<file path="src/rtl/adc_seq_pkg.sv">
// Package: step encoding, channel codes and the fixed step order of the
// channel sequencer. Assumes the round has exactly eight steps.
package adc_seq_pkg;

    localparam int CHAN_W = 3;

    typedef enum logic [2:0] {
        ST_TEMP  = 3'd0,
        ST_VCC   = 3'd1,
        ST_TXB   = 3'd2,
        ST_TOG_A = 3'd3,
        ST_RXC   = 3'd4,
        ST_RXF   = 3'd5,
        ST_TXP   = 3'd6,
        ST_TOG_B = 3'd7
    } step_e;

    localparam logic [CHAN_W-1:0] CH_TEMP = 3'd0;
    localparam logic [CHAN_W-1:0] CH_VCC  = 3'd1;
    localparam logic [CHAN_W-1:0] CH_TXB  = 3'd2;
    localparam logic [CHAN_W-1:0] CH_RXC  = 3'd3;
    localparam logic [CHAN_W-1:0] CH_RXF  = 3'd4;
    localparam logic [CHAN_W-1:0] CH_TXP  = 3'd5;

    // True for the two monitor select-toggle steps
    function automatic logic is_toggle(step_e s);
        return (s == ST_TOG_A) || (s == ST_TOG_B);
    endfunction

    // Channel code shown for a step; toggle steps show the following conversion
    function automatic logic [CHAN_W-1:0] chan_of(step_e s);
        logic [CHAN_W-1:0] c;
        case (s)
            ST_TEMP:  c = CH_TEMP;
            ST_VCC:   c = CH_VCC;
            ST_TXB:   c = CH_TXB;
            ST_TOG_A: c = CH_RXC;
            ST_RXC:   c = CH_RXC;
            ST_RXF:   c = CH_RXF;
            ST_TXP:   c = CH_TXP;
            default:  c = CH_TEMP;
        endcase
        return c;
    endfunction

    // Successor of a step in the full round
    function automatic step_e follow(step_e s);
        step_e n;
        case (s)
            ST_TEMP:  n = ST_VCC;
            ST_VCC:   n = ST_TXB;
            ST_TXB:   n = ST_TOG_A;
            ST_TOG_A: n = ST_RXC;
            ST_RXC:   n = ST_RXF;
            ST_RXF:   n = ST_TXP;
            ST_TXP:   n = ST_TOG_B;
            default:  n = ST_TEMP;
        endcase
        return n;
    endfunction

endpackage

</file>
<file path="src/rtl/seq_step_engine.sv">
// Step engine: holds the current step, the run flag and the restricted
// start-up flag. Advances one step per adv_i and resolves the branch
// taken after a supply conversion.
// Assumes adv_i is only raised while run_o is high.
module seq_step_engine
    import adc_seq_pkg::*;
(
    input  logic  clk,
    input  logic  rst_n,
    input  logic  start_i,
    input  logic  adv_i,
    input  logic  vlow_ok_i,
    input  logic  chk_en_i,
    output logic  run_o,
    output step_e step_o,
    output logic  wrap_o
);

    step_e step_q, step_d;
    logic  run_q, restrict_q, restrict_d, wrap_q, wrap_d;

    // Next step, restricted-flag and wrap computation
    always_comb begin
        step_d     = step_q;
        restrict_d = restrict_q;
        wrap_d     = 1'b0;
        if (adv_i) begin
            if (step_q == ST_VCC && restrict_q) begin
                if (vlow_ok_i) begin
                    step_d     = ST_TXB;
                    restrict_d = 1'b0;
                end else begin
                    step_d = ST_TEMP;
                    wrap_d = 1'b1;
                end
            end else begin
                step_d = follow(step_q);
                wrap_d = (step_q == ST_TOG_B);
            end
        end
    end

    // State registers; restricted mode loads from the enable during reset
    always_ff @(posedge clk) begin
        if (!rst_n) begin
            step_q     <= ST_TEMP;
            run_q      <= 1'b0;
            restrict_q <= chk_en_i;
            wrap_q     <= 1'b0;
        end else begin
            step_q     <= step_d;
            restrict_q <= restrict_d;
            wrap_q     <= wrap_d;
            if (start_i) run_q <= 1'b1;
        end
    end

    assign run_o  = run_q;
    assign step_o = step_q;
    assign wrap_o = wrap_q;


    step_hold_chk: assert property (@(posedge clk) disable iff (!rst_n)
        !adv_i |=> $stable(step_q));

    restrict_loop_chk: assert property (@(posedge clk) disable iff (!rst_n)
        (restrict_q && adv_i && step_q == ST_VCC && !vlow_ok_i) |=> (step_q == ST_TEMP && wrap_q));

    restrict_sticky_chk: assert property (@(posedge clk) disable iff (!rst_n)
        !restrict_q |=> !restrict_q);

endmodule

</file>
<file path="src/rtl/seq_handshake.sv">
// Handshake unit: for a conversion step issues a one-cycle start and waits
// for done; for a toggle step holds the request until acknowledged.
// Produces the advance strobe for the step engine.
// Assumes done/ack only arrive in answer to this block's own requests.
module seq_handshake
    import adc_seq_pkg::*;
(
    input  logic  clk,
    input  logic  rst_n,
    input  logic  run_i,
    input  step_e step_i,
    input  logic  conv_done_i,
    input  logic  toggle_ack_i,
    output logic  conv_start_o,
    output logic  toggle_req_o,
    output logic  adv_o
);

    logic waiting_q;
    logic tog;

    assign tog = is_toggle(step_i);

    // Tracks whether the current conversion has been issued
    always_ff @(posedge clk) begin
        if (!rst_n) begin
            waiting_q <= 1'b0;
        end else if (run_i && !tog) begin
            if (!waiting_q)      waiting_q <= 1'b1;
            else if (conv_done_i) waiting_q <= 1'b0;
        end
    end

    // Request outputs and advance strobe
    always_comb begin
        conv_start_o = run_i && !tog && !waiting_q;
        toggle_req_o = run_i && tog;
        adv_o        = run_i && (tog ? toggle_ack_i : (waiting_q && conv_done_i));
    end


    conv_start_pulse_chk: assert property (@(posedge clk) disable iff (!rst_n)
        conv_start_o |=> !conv_start_o);

    toggle_hold_chk: assert property (@(posedge clk) disable iff (!rst_n)
        (toggle_req_o && !toggle_ack_i) |=> toggle_req_o);

    no_conv_in_toggle_chk: assert property (@(posedge clk) disable iff (!rst_n)
        !(toggle_req_o && conv_start_o));

    idle_quiet_chk: assert property (@(posedge clk) disable iff (!rst_n)
        !run_i |-> (!conv_start_o && !toggle_req_o));

endmodule

</file>
<file path="src/rtl/adc_round_robin_seq.sv">
// Top of the multiplexed channel sequencer: step engine plus handshake
// unit, with the channel code decoded from the current step.
// Assumes a synchronous active-low reset and a single clock domain.
module adc_round_robin_seq
    import adc_seq_pkg::*;
(
    input  logic              clk,
    input  logic              rst_n,
    input  logic              start_i,
    input  logic              conv_done_i,
    input  logic              vlow_ok_i,
    input  logic              vlow_chk_en_i,
    input  logic              toggle_ack_i,
    output logic [CHAN_W-1:0] chan_id_o,
    output logic              conv_start_o,
    output logic              toggle_req_o,
    output logic              cycle_end_o
);

    step_e step;
    logic  run, adv, wrap;

    seq_step_engine u_eng (
        .clk      (clk),
        .rst_n    (rst_n),
        .start_i  (start_i),
        .adv_i    (adv),
        .vlow_ok_i(vlow_ok_i),
        .chk_en_i (vlow_chk_en_i),
        .run_o    (run),
        .step_o   (step),
        .wrap_o   (wrap)
    );

    seq_handshake u_hs (
        .clk         (clk),
        .rst_n       (rst_n),
        .run_i       (run),
        .step_i      (step),
        .conv_done_i (conv_done_i),
        .toggle_ack_i(toggle_ack_i),
        .conv_start_o(conv_start_o),
        .toggle_req_o(toggle_req_o),
        .adv_o       (adv)
    );

    // Channel code and cycle-end output
    always_comb begin
        chan_id_o   = chan_of(step);
        cycle_end_o = wrap;
    end


    cycle_end_temp_chk: assert property (@(posedge clk) disable iff (!rst_n)
        cycle_end_o |-> (chan_id_o == CH_TEMP && conv_start_o));

    cycle_end_pulse_chk: assert property (@(posedge clk) disable iff (!rst_n)
        cycle_end_o |=> !cycle_end_o);

endmodule

</file>
<file path="config.mk">
export PLATFORM = sky130hd
export DESIGN_NAME = adc_round_robin_seq
export DESIGN_NICKNAME = d
export VERILOG_FILES = /design/src/rtl/adc_seq_pkg.sv /design/src/rtl/seq_step_engine.sv /design/src/rtl/seq_handshake.sv /design/src/rtl/adc_round_robin_seq.sv
export SDC_FILE = /design/constraint.sdc
export NUM_CORES = 1
export LEC_CHECK = 0
export CORE_AREA = 5 5 42 44
export CTS_CLUSTER_DIAMETER = 120
export DETAILED_ROUTE_END_ITERATION = 12
export DIE_AREA = 0 0 47 49
export PLACE_DENSITY = 0.67
export SETUP_SLACK_MARGIN = 0.02
export SLEW_MARGIN = 15
export SYNTH_ARGS = -nofsm -noshare
export SYNTH_HDL_FRONTEND = slang
export SYNTH_SLANG_ARGS = --single-unit
</file>
<file path="constraint.sdc">
create_clock -name clk -period 1.5 [get_ports clk]
set_input_delay 0.225 -clock clk [delete_from_list [all_inputs] [get_ports clk]]
set_output_delay 0.225 -clock clk [all_outputs]
set_load 0.05 [all_outputs]
</file>
# After elaboration in Yosys (flattened, before gate mapping)
# Cells that the tools add are included.
# word_totals
inputBits	7
ff_bits	7
# op_classes
n_mux	13
reduce_logical	13
n_eq_ne	10
# ops
op	count
3-bit one-hot mux with 7 select lines	1
3-bit one-hot mux with 5 select lines	1
3-bit == test (second input constant)	4
1-bit two-way mux	9
3-bit by 2-bit == test with 1-bit output (second input constant)	2
1-bit logical AND	6
2-bit by 1-bit != test with 1-bit output (second input constant)	3
3-bit by 1-bit == test with 1-bit output (second input constant)	1
3-bit logical NOT	1
3-bit two-way mux	1
3-bit AND reduction	1
1-bit logical NOT	2
2-bit two-way mux	1
2-bit AND reduction	1
2-bit OR reduction	1
1-bit logical OR	1

# Longest topological paths before layout
# Gate-level depths: netlist (run 1).
# depth
ltp_word	6
mapped_depth	5

# Hierarchy
# Synthesis (run 1) repeated with hierarchy kept, for this count alone.
# unflattened
hier_cells	41
hier_area_um2	385.4
# by_module_without_submodules
mod	cells_each	area_per_inst_um2	instances
seq_step_engine	25	260.2	1
seq_handshake	11	82.6	1
adc_round_robin_seq	5	42.5	1

# Worst setup path before layout (run 1)
# Ideal clock, no wire load.
# synth_timing
kind	register -> output
from	register u_eng.step_q[1] (netlist: u_eng.step_o[1])
to	output port chan_id_o[1]
arrival_time_ps	1590
path_slack_ps	-315
stages_incl_launch_ff	4
n_path_buf	1
path_cell_list	dfxtp_1 > buf_6 > inv_1 > o21ai_0
# synth_between
elab_chain_cells	3
elab_cells_between_ends	8
classes_between	6 x eq/ne; 1 x mux; 1 x reduce/logical
# synth_lines
element	line	source
start: declaration	seq_step_engine.sv:19	step_e step_q, step_d;
start signal: assignment	seq_step_engine.sv:51	step_q <= step_d;
3-bit by 2-bit == test with 1-bit output / 3-bit == test (equally long branches)	adc_seq_pkg.sv:33	case (s)
2-bit OR reduction (no line)	--	
3-bit one-hot mux with 5 select lines (*)	adc_seq_pkg.sv:33	
end: declaration	adc_round_robin_seq.sv:14	output logic [CHAN_W-1:0] chan_id_o,
# Every way passes the cells marked *; elsewhere a longest branch is shown, timed or not.

# Final worst setup path (run 1)
# layout_timing
from	register u_eng.step_q[0] (netlist: u_eng.step_o[0])
to	output port chan_id_o[1]
# Same word-level chain as after synthesis.

==> results by group, run 1 <==
Detailed routing
  • Routed Antenna Nets: 0
  • # DRC: 0
  • Max layer used: met4
  • Via count: 416
  • Met1 WL: 357 microns
  • DRT Pass-1 Iters: 2
  • Met3 WL post-DR: 71 microns
  • Vias per cell: 4.89
  • Wirelength per Cell: 10.8 microns
  • Routed WL: 914 microns
  • DR iter-0 viols: 3
  • Length of routed met2 wiring: 437 microns

Global route
  • Largest net degree at the start of global routing: 10
  • Total Routing Usage GR: 9.72%
  • Number of global-route vias before repair: 381
  • First-pass GRT wire length: 1.50 mm
  • Initial antenna violation count: 0
  • Overflow after GRT: 0

Clocking
  • Worst skew pair latency: 0.26 ns
  • Worst-path clk slew: 0.05 ns
  • Sink Count: 7
  • Hold_buf cts: 0
  • # H-tree levels: 1
  • CTS buffer count: 3
  • Clock Tree Buf Depth: 2
  • Clk root buf: clkbuf_4
  • CTS tree: built

Pwr
  • Peak supply drop: 0.448 mV
  • P_leak: 0.265 nW
  • Total power: 0.456 mW
  • Pwr/cell area: 681 nW/um^2

Critical path
  • WP data arrival: 1.22 ns
  • CP Launch Type: flop
  • Reg-to-reg endpoint: u_eng.restrict_q$_SDFFCE_PP0P_
  • Critical path data required time: 1.27 ns
  • Worst R2R Setup Slack: 0.26 ns
  • Setup Crit Path Kind: flop to primary output
  • RR Startpoint: u_hs.waiting_q$_SDFFE_PN0P_
  • Crit-path max FO: 9
  • CP Launch Point: u_eng.step_o[0]$_SDFFE_PN0P_
  • Critical path endpoint: chan_id_o[1]
  • Worst Setup End Kind: primary output
  • R2R cell count: 4

Logic synthesis
  • Synth Instances: 50
  • Cell taking the most area after synthesis: dfxtp_1
  • Top cell type's share of synthesized area: 28.4%
  • Library cells used by synthesis: 25
  • Synth area leaders: dfxtp_1 28%, edfxtp_1 7.1%, ha_1 5.9%
  • Adder-cell share of the synthesized area: 5.92%
  • Synth Area per Inst: 8.46 sq um
  • Syn Std Cell Area: 423 sq um
  • XOR/XNOR Fraction of Synth Area: 4.14%
  • Post-synthesis sequential area ratio: 35.5%
  • Largest family of logic cells by synthesized area: simple AND/OR/NAND/NOR gates
  • Synthesized flop and latch total: 7
  • Mux contribution to synthesized area: 4.73%
  • Synth Area in Compound Gates: 14.8%
  • Yosys warns: 0
  • Syn nets: 59
  • Simple-gate share of the synthesized area: 24.9%

Final layout
  • Layout cells sized above 1: 36.2%
  • Nets: 79
  • Post-layout util: 47.8%
  • Layout area overhead: 58.3%
  • Diode count: 0

Place
  • Final HPWL DP: 732 microns
  • Port buffer count: 12
  • RePlAce Congestion: 0.722

Timing
  • Period minus WS final: 1.44 ns
  • Worst Max-Slew Pin Slew: 0.257 ns
  • RSZ-0062 raised after global routing: true
  • Final hold violations: 0
  • Headroom to the max-slew limit: 82.6%
  • Final worst-path cycle share: 96.1%
  • Hold_ws: 0.516 ns
  • Max Clock Freq: 694 MHz
  • Setup TNS: 0 ns
  • Final setup viols: 0
  • Final Max Tran Viols: 0
  • Final Skew: 0.000715 ns

Min path
  • HP Class: flop to flop

Floorplan
  • IO Count: 13
  • Core area: 1400 sq um
  • Initial core utilization: 30.2%
  • Die height: 49 microns
  • Die area: 2300 sq um
  • # rows: 14
  • Die outline width: 47 microns

Run status
  • Status: complete, no violations

Job
  • Max_cap viols: 0
==> metrics by stage <==
stage               setup slack [ns]  instances  cell area, sq um
global placement             -0.0196         81               622
CTS                           0.0132         85               654
finish                        0.0582         85               669
floorplan                     0.0652         50               425
detailed placement           -0.0681         81               622
global route                 -0.0203         85               669
==> metal layers <==
metal / up-vias / track usage (%)
met5: - / 0
met4: 0 / 11.1
met3: 5 / 4.06
met2: 11 / 14.3
met1: 188 / 8.79
li1: 212 / -
==> sequential cells by signal, indices dropped and copies added, names as in the netlist <==
signal and cells:
u_eng.step_o 3, u_eng.restrict_q 1, u_eng.wrap_o 1, u_hs.waiting_q 1
u_eng.run_o 1
==> synth_stat cells (all sizes together) <==
master	instances
o21ai	3
nor2	6
nand4	1
ha	2
nor4b	1
o31ai	1
o2111ai	2
nand3	3
and3	2
buf	2
mux2i	2
and2	1
inv	5
xnor2	2
nor3	1
dfxtp	6
nor2b	1
edfxtp	1
a21oi	3
nand2	4
clkbuf	1
==> worst max-delay path, stage by stage (launching register included) <==
cell	delay, ns
dfxtp_4	0.37
inv_1	0.17
nand3_1	0.09
o21ai_1	0.15
buf_12	0.17
==> cell type report <==
cell class / count / area, sq um
repair buffers: 18 / 200
fillers: 147 / 732
clock buffers: 4 / 26.3
multi-input cells: 35 / 248
inverters: 5 / 18.8
flip-flops and latches: 7 / 156
well taps: 16 / 20.0
==> cells by family after synthesis <==
| family | count (synthesis) |
|---|---|
| multiplexers | 2 |
| AO/OA/AOI/OAI | 9 |
| AND/OR/NAND/NOR | 20 |
| adder cells (fa/ha/maj) | 2 |
| flip-flops | 7 |
| buffers and inverters | 8 |
| XOR/XNOR | 2 |
==> worst min-delay path by stage <==
stage | start | endpoint | slack (ns) | cells after the start
final | u_eng.step_o[1]$_SDFFE_PN0P_ | u_eng.step_o[1]$_SDFFE_PN0P_ | 0.52 | 2
after global routing | start_i | u_eng.run_o$_SDFFE_PN0P_ | 0.52 | 3
after CTS | u_eng.step_o[1]$_SDFFE_PN0P_ | u_eng.step_o[1]$_SDFFE_PN0P_ | 0.51 | 2
after detailed placement | u_eng.step_o[1]$_SDFFE_PN0P_ | u_eng.step_o[1]$_SDFFE_PN0P_ | 0.55 | 2
after global placement | u_hs.waiting_q$_SDFFE_PN0P_ | u_hs.waiting_q$_SDFFE_PN0P_ | 0.53 | 2
after floorplan | start_i | u_eng.run_o$_SDFFE_PN0P_ | 0.34 | 2
==> repair_timing <==
action                                  CTS  global route
resized for setup                         4             2
endpoints found under the setup margin    4             2
cloned                                    0             0
pin swaps                                 0             1
buffers inserted                          0             0
==> power breakdown <==
group | switching [mW] | leakage (nW) | internal, mW
Sequential | 0.00852 | 0.0604 | 0.197
Clock | 0.0764 | 0.0150 | 0.102
Combinational | 0.0335 | 0.190 | 0.0383
Total | 0.118 | 0.265 | 0.337
==> layout by cell type (no fill, tap or decap), types with 2 or more instances in the layout <==
cell / Yosys / final
a21oi_1: 3 / 3
buf_12: 0 / 4
buf_4: 1 / 8
clkbuf_4: 0 / 3
clkdlybuf4s50_1: 0 / 6
dfxtp_1: 6 / 3
dfxtp_2: 0 / 2
inv_1: 5 / 5
mux2i_1: 2 / 2
nand2_1: 3 / 3
nand3_1: 3 / 3
nor2_1: 6 / 4
nor2_2: 0 / 2
o2111ai_1: 2 / 2
o21ai_2: 2 / 2
xnor2_1: 2 / 2
Power figures use the tool's default switching activity.
==> run 2, diff against run 1 <==
Settings changed: PLACE_DENSITY 0.67 to 0.69.
Clock period 1.5 ns to 1.3 ns, I/O delays scaled along.
==> results by group, run 2 (synthesis results as in run 1) <==
Run status
  • Status: complete, no violations

Critical path
  • Critical path data required time: 1.11 ns (-0.16 ns)
  • WP data arrival: 1.09 ns (-0.13 ns)
  • Worst Setup End Kind: primary output
  • Critical path's slowest cell: dfxtp_4
  • Setup Crit Path Kind: flop to primary output
  • CP Launch Type: flop
  • Crit-path max FO: 3 (-6)
  • Slowest stage delay, CP: 0.35 ns (-0.02 ns)
  • CP delay by family, top: flip-flops
  • CP bufs+invs: 2 (unchanged)
  • Worst-path cell chain: buf_6, xnor2_4, nor2_4, buf_12

Timing
  • Final worst-path cycle share: 99.1%
  • Max Clock Freq: 777 MHz
  • Final Skew: 0.00777 ns (+0.00706 ns)
  • Final setup viols: 0 (unchanged)
  • Worst Max-Slew Pin Slew: 0.249 ns (-0.00854 ns)
  • Final Max Tran Viols: 0 (unchanged)
  • Headroom to the max-slew limit: 83.2% (+0.58 points)
  • RSZ-0062 raised after global routing: true
  • Period minus WS final: 1.29 ns
  • Fin worst setup slack: 0.0123 ns (-0.0459 ns)
  • Final hold violations: 0 (unchanged)

Floorplan
  • Core area: 1400 sq um (unchanged)
  • IO Count: 13 (unchanged)
  • Initial core utilization: 30.2% (unchanged)
  • # rows: 14 (unchanged)
  • Die area: 2300 sq um (unchanged)
  • Die outline width: 47 microns (unchanged)
  • Die height: 49 microns (unchanged)

Clocking
  • Clock Tree Buf Depth: 2 (unchanged)
  • Worst-path clk slew: 0.06 ns (about the same)
  • Hold_buf cts: 0 (unchanged)
  • CTS buffer count: 3 (unchanged)
  • CTS tree: built
  • Sink Count: 7 (unchanged)
  • Clk root buf: clkbuf_4
  • # H-tree levels: 1 (unchanged)
  • Worst skew pair latency: 0.25 ns (about the same)

Global route
  • Largest net degree at the start of global routing: 8 (-2)
  • Number of global-route vias before repair: 421 (+10%)
  • Initial antenna violation count: 0 (unchanged)
  • First-pass GRT wire length: 1.75 mm (+17%)
  • Total Routing Usage GR: 10.2% (+0.52 points)
  • Overflow after GRT: 0 (unchanged)

Pwr
  • Total power: 0.534 mW (+17%)
  • Peak supply drop: 0.422 mV (-5.9%)
  • P_leak: 0.313 nW (+18%)
  • Pwr/cell area: 671 nW/um^2 (-1.4%)

Detailed routing
  • # DRC: 0 (unchanged)
  • Routed Antenna Nets: 0 (unchanged)
  • Via count: 461 (+11%)
  • DRT Pass-1 Iters: 4 (+2)
  • Routed WL: 1.09 mm (+19%)
  • Wirelength per Cell: 11.8 microns (+10%)
  • Vias per cell: 5.01 (+2.4%)
  • DR iter-0 viols: 13 (+10)

Final layout
  • Max FFs per register: 3 (unchanged)
  • Diode count: 0 (unchanged)
  • Commonest non-fill, non-tap cell in the layout: buf_4
  • Layout cells sized above 1: 53.9% (+18 points)
  • Nets: 86 (+8.9%)
  • Commonest non-fill, non-tap cells in the layout: 9 x buf_4, 6 x clkdlybuf4s50_1, 5 x buf_12, 5 x buf_6, 4 x nor2_1
  • Layout area overhead: 88.2%

Place
  • Port buffer count: 12 (unchanged)
  • Dpl ws: -0.227 ns (-0.158 ns)
  • RePlAce Congestion: 0.786 (+8.8%)
  • Final HPWL DP: 731 microns (about the same)

Min path
  • HP Class: input port to flop

Job
  • Max_cap viols: 0 (unchanged)
[run 2: worst paths after layout]
check                                from                        endpoint  slack [ns]  cells after the start
min                               start_i        u_eng.run_o$_SDFFE_PN0P_        0.51                      3
max reg2reg  u_eng.step_o[0]$_SDFFE_PN0P_  u_eng.restrict_q$_SDFFCE_PP0P_        0.03                      4
min reg2reg      u_eng.run_o$_SDFFE_PN0P_        u_eng.run_o$_SDFFE_PN0P_        0.53                      2
max          u_eng.step_o[0]$_SDFFE_PN0P_                    chan_id_o[2]        0.01                      4
[run 2: area by class of cell]
cell class	count	area (sq um)
tap	16	20.0
inverter	5	18.8
multi-input combinational	35	289
fill	135	606
clock buffer	4	26.3
timing repair buffer	25	284
sequential	7	158
[run 2: worst min-delay path: stages]
cell	delay (ns)
clkdlybuf4s50_1	0.40
nor2_1	0.08
nor2_1	0.04
[run 2: report_power, final]
group          leakage, nW  switching (mW)  internal (mW)
clock               0.0150          0.0793          0.117
sequential          0.0606         0.00903          0.228
combinational        0.237          0.0461         0.0547
[run 2: through the flow]
step                      std cells  util [%]  cell area, sq um  hold slack, ns  setup TNS, ns
after floorplan                  50         -               428           0.311         -0.105
after global placement           83      46.5               652           0.538         -0.251
after detailed placement         83      46.5               652           0.550         -0.308
after CTS                        90      53.2               746           0.508        -0.0423
after global routing             92      56.8               796           0.509        -0.0928
final                            92      56.8               796           0.507              0
[run 2: what timing repair did]
action	4_1_cts	5_1_grt
pin swaps	3	1
hold endpoints to repair	0	0
gates resized for setup	13	8
setup endpoints to repair	6	6
buffers inserted	3	2
[run 2: routing by layer]
metal  wire, microns  global-route usage (%)  up-vias
li1                -                       -      224
met1             428                    12.4      219
met2             572                    16.5       18
met3              87                    3.69        0
met4               0                    2.76        0
met5               0                       0        -
